==> config.mk <==
export PLATFORM = sky130hd
export DESIGN_NAME = booth_seq_mul
export DESIGN_NICKNAME = d
export VERILOG_FILES = /design/src/rtl/booth_pkg.sv /design/src/rtl/booth_operand_prep.sv /design/src/rtl/booth_step.sv /design/src/rtl/booth_ctrl.sv /design/src/rtl/booth_seq_mul.sv
export SDC_FILE = /design/constraint.sdc
export NUM_CORES = 1
export LEC_CHECK = 0
export BUFFER_PORTS_ARGS = -buffer_cell sky130_fd_sc_hd__buf_2
export CAP_MARGIN = 15
export CORE_ASPECT_RATIO = 0.7
export CORE_UTILIZATION = 55
export CTS_CLUSTER_SIZE = 8
export DETAILED_ROUTE_END_ITERATION = 12
export HOLD_SLACK_MARGIN = 0.15
export MAX_ROUTING_LAYER = met4
export PLACE_DENSITY = 0.81
export SLEW_MARGIN = 20
export SYNTH_ARGS = -nofsm -noshare
export SYNTH_HDL_FRONTEND = slang
export SYNTH_SLANG_ARGS = --single-unit
==> constraint.sdc <==
create_clock -name clk -period 2.5 [get_ports clk]
set_clock_uncertainty 0.05 [all_clocks]
set_input_delay 0.25 -clock clk [delete_from_list [all_inputs] [get_ports clk]]
set_output_delay 0.25 -clock clk [all_outputs]
set_load 0.005 [all_outputs]
==> src/rtl/booth_pkg.sv <==
// Shared types for the sequential Booth multiplier.
// Assumes: none beyond the standard radix-2 recoding of a bit pair.
package booth_pkg;

    // Operation picked from the two lowest bits of the working register
    typedef enum logic [1:0] {
        BOP_NONE = 2'd0,
        BOP_ADD  = 2'd1,
        BOP_SUB  = 2'd2
    } booth_op_e;

    // Recode the bit pair {p[1], p[0]}: 01 adds, 10 subtracts, 00/11 idle
    function automatic booth_op_e booth_decode(input logic [1:0] pair);
        case (pair)
            2'b01:   return BOP_ADD;
            2'b10:   return BOP_SUB;
            default: return BOP_NONE;
        endcase
    endfunction

endpackage

==> src/rtl/booth_operand_prep.sv <==
// Builds the add operand, the subtract operand and the initial working value
// from the raw multiplicand and multiplier.
// Assumes: x and y are two's complement. The accumulator field is XW+1 bits
// wide, so the negation of the most negative x stays exact.
module booth_operand_prep #(
    parameter int XW = 8,
    parameter int YW = 8
) (
    input  logic [XW-1:0]      x,
    input  logic [YW-1:0]      y,
    output logic [XW+YW+1:0]   add_val,
    output logic [XW+YW+1:0]   sub_val,
    output logic [XW+YW+1:0]   p_init
);
    localparam int AW = XW + 1;     // accumulator field width
    localparam int LW = YW + 1;     // multiplier field plus guard bit

    logic [AW-1:0] x_ext;
    logic [AW-1:0] x_neg;

    // Sign-extend x by one bit and form its negation in the wider field
    always_comb begin
        x_ext = {x[XW-1], x};
        x_neg = AW'(~x_ext + AW'(1));
    end

    // Place the operands in the upper field; the low field starts empty or holds y
    always_comb begin
        add_val = {x_ext, {LW{1'b0}}};
        sub_val = {x_neg, {LW{1'b0}}};
        p_init  = {{AW{1'b0}}, y, 1'b0};
    end

endmodule

==> src/rtl/booth_step.sv <==
// One radix-2 Booth step: conditional add or subtract, then arithmetic
// shift right by one place.
// Assumes: the operands were built by booth_operand_prep; carry out of the
// top bit is discarded.
module booth_step
    import booth_pkg::*;
#(
    parameter int W = 18
) (
    input  logic [W-1:0] p_in,
    input  logic [W-1:0] add_val,
    input  logic [W-1:0] sub_val,
    output logic [W-1:0] p_out
);
    booth_op_e     op;
    logic [W-1:0]  sum;

    // Pick the operation from the lowest bit pair and form the partial sum
    always_comb begin
        op = booth_decode(p_in[1:0]);
        case (op)
            BOP_ADD: sum = p_in + add_val;
            BOP_SUB: sum = p_in + sub_val;
            default: sum = p_in;
        endcase
    end

    // Shift right by one, replicating the sign bit
    always_comb begin
        p_out = {sum[W-1], sum[W-1:1]};
    end

endmodule

==> src/rtl/booth_ctrl.sv <==
// Sequencer: accepts start when idle, counts YW step cycles and pulses
// done once after the last step.
// Assumes: start is a level sampled on each rising edge; it is ignored
// while busy.
module booth_ctrl #(
    parameter int YW = 8
) (
    input  logic clk,
    input  logic rst_n,
    input  logic start,
    output logic load,
    output logic step_en,
    output logic busy,
    output logic done
);
    localparam int CW = $clog2(YW + 1);

    logic [CW-1:0] steps_left;

    // Load on an accepted start; step in every busy cycle
    always_comb begin
        load    = start && !busy;
        step_en = busy;
    end

    // Step counter, busy flag and the single-cycle completion pulse
    always_ff @(posedge clk) begin
        if (!rst_n) begin
            busy       <= 1'b0;
            done       <= 1'b0;
            steps_left <= '0;
        end else begin
            done <= 1'b0;
            if (load) begin
                busy       <= 1'b1;
                steps_left <= CW'(YW);
            end else if (busy) begin
                steps_left <= steps_left - CW'(1);
                if (steps_left == CW'(1)) begin
                    busy <= 1'b0;
                    done <= 1'b1;
                end
            end
        end
    end

endmodule

==> src/rtl/booth_seq_mul.sv <==
// Top of the sequential radix-2 Booth multiplier. It holds the add and
// subtract operands and the working register, and runs one Booth step
// per clock while busy.
// Assumes: operands are two's complement; the product is valid while done
// is high and is held until the next accepted start.
module booth_seq_mul #(
    parameter int XW = 8,
    parameter int YW = 8
) (
    input  logic               clk,
    input  logic               rst_n,
    input  logic               start,
    input  logic [XW-1:0]      x,
    input  logic [YW-1:0]      y,
    output logic               busy,
    output logic               done,
    output logic [XW+YW-1:0]   product
);
    localparam int W  = XW + YW + 2;   // accumulator(XW+1) + y(YW) + guard(1)
    localparam int PW = XW + YW;

    logic          load;
    logic          step_en;
    logic [W-1:0]  add_q, sub_q, p_q;
    logic [W-1:0]  add_d, sub_d, p_init, p_next;

    booth_ctrl #(.YW(YW)) u_ctrl (
        .clk     (clk),
        .rst_n   (rst_n),
        .start   (start),
        .load    (load),
        .step_en (step_en),
        .busy    (busy),
        .done    (done)
    );

    booth_operand_prep #(.XW(XW), .YW(YW)) u_prep (
        .x       (x),
        .y       (y),
        .add_val (add_d),
        .sub_val (sub_d),
        .p_init  (p_init)
    );

    booth_step #(.W(W)) u_step (
        .p_in    (p_q),
        .add_val (add_q),
        .sub_val (sub_q),
        .p_out   (p_next)
    );

    // Operand and working registers: load on start, advance on each step
    always_ff @(posedge clk) begin
        if (!rst_n) begin
            add_q <= '0;
            sub_q <= '0;
            p_q   <= '0;
        end else if (load) begin
            add_q <= add_d;
            sub_q <= sub_d;
            p_q   <= p_init;
        end else if (step_en) begin
            p_q   <= p_next;
        end
    end

    // Drop the guard bit and keep the low PW bits of the signed result
    always_comb begin
        product = p_q[PW:1];
    end

endmodule

### After elaboration in Yosys (flattened, before gate mapping)

Index checks and enable logic that the tools add are counted.

* bits in registers: 40
* bits of input ports: 19
* output and inout port bits: 18
* word-level logic and storage cells: 35

* $add $sub $neg: 4
* equality and inequality tests: 5
* multiplexer cells: 10
* bitwise logic cells: 3
* reduce and logical (&&, ||, !) cells: 5

Operators by type and width (number)
* 18-bit one-hot mux with 2 select lines: 1
* 17-bit by 17-bit adder with 18-bit output: 1
* 18-bit adder: 1
* 9-bit 2-to-1 mux: 2
* 9-bit by 1-bit adder with 9-bit output (second input constant): 1
* 9-bit inverter: 1
* 4-bit 2-to-1 mux: 2
* 2-bit by 1-bit == test with 1-bit output (second input constant): 2
* 2-bit == test (second input constant): 2
* 4-bit by 1-bit == test with 1-bit output (second input constant): 1
* 1-bit 2-to-1 mux: 4
* 2-bit one-hot mux with 2 select lines: 1
* 4-bit by 1-bit subtractor with 4-bit output (second input constant): 1
* 3-bit OR reduction: 1
* 1-bit inverter: 2
* 2-bit nonzero test: 1
* 2-bit OR reduction: 1
* 1-bit logical AND: 1
* 1-bit zero test: 1

### Longest topological paths before layout

* depth after elaboration: 6
* depth in mapped cells: 9
* mapped depth without buffers: 9

### Modules after synthesis

Synthesis repeated with hierarchy kept, for this count alone.

* cell total of the unflattened synthesis: 498
* area, all modules: 4574.4 um2

Modules (own cells, without submodules)
* booth_seq_mul: instances 1, cells an instance 212, area an instance 2419.8 um2, seq. area each 1081.0 um2
* booth_step: instances 1, cells an instance 190, area an instance 1362.6 um2, seq. area each 0.0 um2
* booth_operand_prep: instances 1, cells an instance 65, area an instance 489.2 um2, seq. area each 0.0 um2
* booth_ctrl: instances 1, cells an instance 31, area an instance 302.8 um2, seq. area each 120.1 um2

### Worst setup path after synthesis

No wires, ideal clock.

* kind: reg2reg
* start: reg p_q[9]
* end: reg p_q[14]
* library setup time: 125 ps
* data arrival time: 1908 ps
* data required time: 2325 ps
* path slack: 417 ps
* stages on the path, launching flop included: 10
* path buffers: 0
* period minus slack after synthesis: 2083 ps
* path through: dfxtp_1 -> ha_1 -> inv_1 -> fa_1 -> and2b_2 -> o221a_2 -> o21ai_0 -> or3b_1 -> nand3_1 -> a31oi_1

* longest elaborated chain between the ends: 2
* elaborated cells between the ends (all ways): 3
* those cells by class: add/sub: 2; mux: 1

RTL lines
* start: declaration: line booth_seq_mul.sv:24 `logic [W-1:0] add_q, sub_q, p_q;`
* start signal: assignment: line booth_seq_mul.sv:61 `p_q <= p_init;`
* start signal: assignment: line booth_seq_mul.sv:63 `p_q <= p_next;`
* 18-bit adder or 17-bit by 17-bit adder with 18-bit output (tied branches): line booth_step.sv:23, booth_step.sv:22
* 18-bit one-hot mux with 2 select lines *: line booth_step.sv:21 `case (op)`

Mark *: on every way between the ends. The rest lies on a longest branch, timed or not.
A chain may end at the register's enable or synchronous reset.

### Worst setup path in the final report

* start: reg p_q[9]
* end: reg, netlist name p_q[16]

* longest elaborated chain between the ends: 2
* elaborated cells between the ends (all ways): 3
* those cells by class: add/sub: 2; mux: 1

RTL lines (line)
* 18-bit adder or 17-bit by 17-bit adder with 18-bit output (tied branches): booth_step.sv:23, booth_step.sv:22
* 18-bit one-hot mux with 2 select lines *: booth_step.sv:21

Marks and branches as above.

==> key figures <==
Status
  • Status: finished clean

Place
  • DP Area: around 2800 um^2
  • Port buffer count: 36
  • # placed instances: around 400
  • GPL Wtd Cong: approximately 0.93
  • Final HPWL from detailed placement: roughly 4500 um

Power
  • Pleak: 1.28 nW
  • Power per cell area: 516 nW/um^2
  • Clock power share: 36.6%
  • Gate power share: between 10% and 20%
  • Int Power: 0.00109 W
  • Reg power frac: 46.0%
  • Switching Share: 27.1%
  • Worst VDD drop: 0.000387 V
  • Net load switching power: ~0.0004 W

Timing
  • WHS: 0.185 ns
  • Slew @ Worst Pin: 0.577 ns
  • Final hold vios: 0
  • Min Clock Period, post-route: 2.27 ns
  • # setup viols final: 0
  • RSZ-0062 raised after global routing: no
  • Final-report max-slew violation count: 0
  • Max transition margin: 61.5%
  • Fmax: 440 MHz
  • Final Cycle Share: 90.9%
  • Setup TNS: 0 ns

Clock network
  • CTS tree: built
  • Clk Latency, worst-skew pair: 0.29 ns
  • Clock slew at reported path FFs: approximately 0.08 ns
  • Max clock buf depth: 2
  • TritonCTS buffer count: 5
  • Root buffer cell: clkbuf_8
  • H-tree Lvls: 2
  • CTS Sinks: 39

Logic synthesis
  • Number of synthesized flops with an enable pin: 0
  • Synth cell types: 52
  • Share of flip-flops with an asynchronous set or reset: 0%
  • Yosys warns: 0
  • Mapped Cells: 331
  • #FFs+latches synth: 39
  • Post-Syn Nets: 372
  • Cell Area, Synth: 2700 um^2
  • Sequential fraction of the synthesis area: 28.9%
  • Syn avg cell area: 8.16 um^2
  • Main synth FF type: dfxtp_1

Min path
  • Hold crit path type: input pin to register

Global routing
  • All-Layer GR Usage: 25.3%
  • Grt ovf: 0
  • Largest net degree at the start of global routing: 23
  • Global-route wire length before repair: 9590 um
  • Antenna violations before repair: 0
  • Vias in the first global route: 1,929

Die
  • Full die area: 5200 um^2
  • Initial Util: 59.7%
  • I/O Pins: 37
  • Die Y: a little over 60 um
  • Site row count: 20
  • Core Region: 4530 um^2
  • Die X: 85.8 um

Detailed routing
  • DRT Pass-1 Iters: 4
  • Wire per inst: roughly 15 um
  • DRT antenna net count: 0
  • Number of vias per cell: 5.64
  • Drt total wl: 6040 um
  • DRT iter0 DRCs: roughly 130
  • Via count: 2,348
  • DRC Markers: 0

Critical path
  • Largest fanout on the critical path: 4
  • CP endpoint kind: register
  • Crit path kind: register to register
  • Critical Path AT: 2.39 ns
  • Critical Path Source Type: register
  • Req. time, crit path: around 2.6 ns

Finish
  • Multi-input logic area: 1650 um^2
  • Layout cells sized above 1: 17.1%
  • Final Non-Filler Cells: 416
  • Area Overhead vs Synth: 7.55%
  • N_diodes: 0
  • Final Util: 64.2%
  • Layout Nets: 390
  • Filler cells: 415
  • Final Cell Area: 2910 um^2
  • Sequential standard cell area: 781 um^2

Run
  • Max cap viols: 0
-- logic make-up after synthesis --
family / synth area share, %
AO/OA/AOI/OAI: 20.9
XOR/XNOR: 4.54
adder cells (fa/ha/maj): 10.7
buffers and inverters: 10.1
flip-flops: 28.9
multiplexers: 3.33
AND/OR/NAND/NOR: 21.5
-- through the flow --
| step | power [W] | setup slack [ns] |
|---|---|---|
| 2_1_floorplan | 0.000899 | 0.417 |
| 3_3_place_gp | 0.000952 | 0.288 |
| 3_5_place_dp | 0.000959 | 0.190 |
| 4_1_cts | 0.00150 | 0.139 |
| 5_1_grt | 0.00157 | 0.0190 |
| 6_report | 0.00150 | 0.228 |
-- cells in the mapped netlist (all sizes together), types with 3 or more instances --
library cell  number  area, um^2
dfxtp             39         781
o31ai              5        37.5
nand2b             4        25.0
a211oi             6        55.1
nor3b              4        40.0
nand3              9        45.0
nor2b              6        37.5
nor2              26        97.6
a21boi             9        67.6
o21ai             20         100
inv               16        60.1
clkbuf             9        53.8
and2               7        43.8
buf               21         160
ha                20         250
nand2             48         180
a21oi             15        75.1
o21a               3        22.5
a221oi             5        56.3
a31oi              5        31.3
xnor2             12         105
mux2i              9        90.1
-- power groups by stage --
stage          clock, W  sequential [W]  combinational (W)
2_1_floorplan         0        0.000692           0.000207
3_5_place_dp          0        0.000704           0.000255
4_1_cts        0.000557        0.000690           0.000259
5_1_grt        0.000581        0.000696           0.000292
6_report       0.000548        0.000690           0.000261
3_3_place_gp          0        0.000702           0.000250
-- layer usage --
metal,global-route usage [%],share of wire (%),vias to the layer above,wire length [um]
met3,5.31,5.9,9,359
met1,35.9,51,1106,3100
li1,-,-,1171,-
met4,7.86,1.2,0,74
met5,-,0,-,0
met2,36.0,41,62,2510
-- critical path, stage by stage (launching register included) --
cell	delay, ns
dfxtp_1	0.38
ha_1	0.24
inv_1	0.10
fa_1	0.42
nor2b_1	0.18
o221ai_1	0.15
a21boi_1	0.25
a21oi_1	0.10
o21ai_0	0.16
o21ai_0	0.12
-- registers in the layout (all words and copies together) (netlist names) --
| register | cells |
|---|---|
| u_ctrl.steps_left | 4 |
| u_ctrl.done | 1 |
| sub_q | 9 |
| p_q | 17 |
| u_ctrl.busy | 1 |
| add_q | 7 |
-- path summary, 6_finish.rpt --
| check | from | end | slack (ns) | cells after the start |
|---|---|---|---|---|
| min | x[1] | add_q[10] | 0.18 | 3 |
| max | p_q[9] | p_q[16] | 0.23 | 9 |
| max reg2reg | p_q[9] | p_q[16] | 0.23 | 9 |
| min reg2reg | sub_q[14] | sub_q[14] | 0.41 | 2 |
-- cells in the final DEF, fill, tap and decap left out, drive strengths merged, types with 3 or more instances in the layout --
cell,netlist,routed
nor3b,4,4
a21boi,9,9
nor2,26,26
nand3,9,9
ha,20,20
a21oi,15,15
o21ai,20,20
o21a,3,3
dfxtp,39,39
a221oi,5,5
mux2i,9,9
inv,16,16
nand2,48,48
nand2b,4,4
a31oi,5,5
xnor2,12,12
buf,21,41
nor2b,6,6
clkbuf,9,6
and2,7,7
a211oi,6,6
o31ai,5,5
-- layout make-up --
type / instances / share of cell area, %
Tap cell: 66 / 2.84
Sequential cell: 39 / 26.9
Multi-Input combinational cell: 246 / 56.7
Inverter: 16 / 2.07
Timing Repair Buffer: 41 / 7.49
Clock buffer: 6 / 2.84
Clock inverter: 2 / 1.21
-- repair_timing --
item,in CTS,in global routing
endpoints found under the setup margin,0,2
endpoints found under the hold margin,0,0
gates resized for setup,0,1
hold buffers,0,0
buffers inserted,0,0
(Power assumes the default switching activity.)
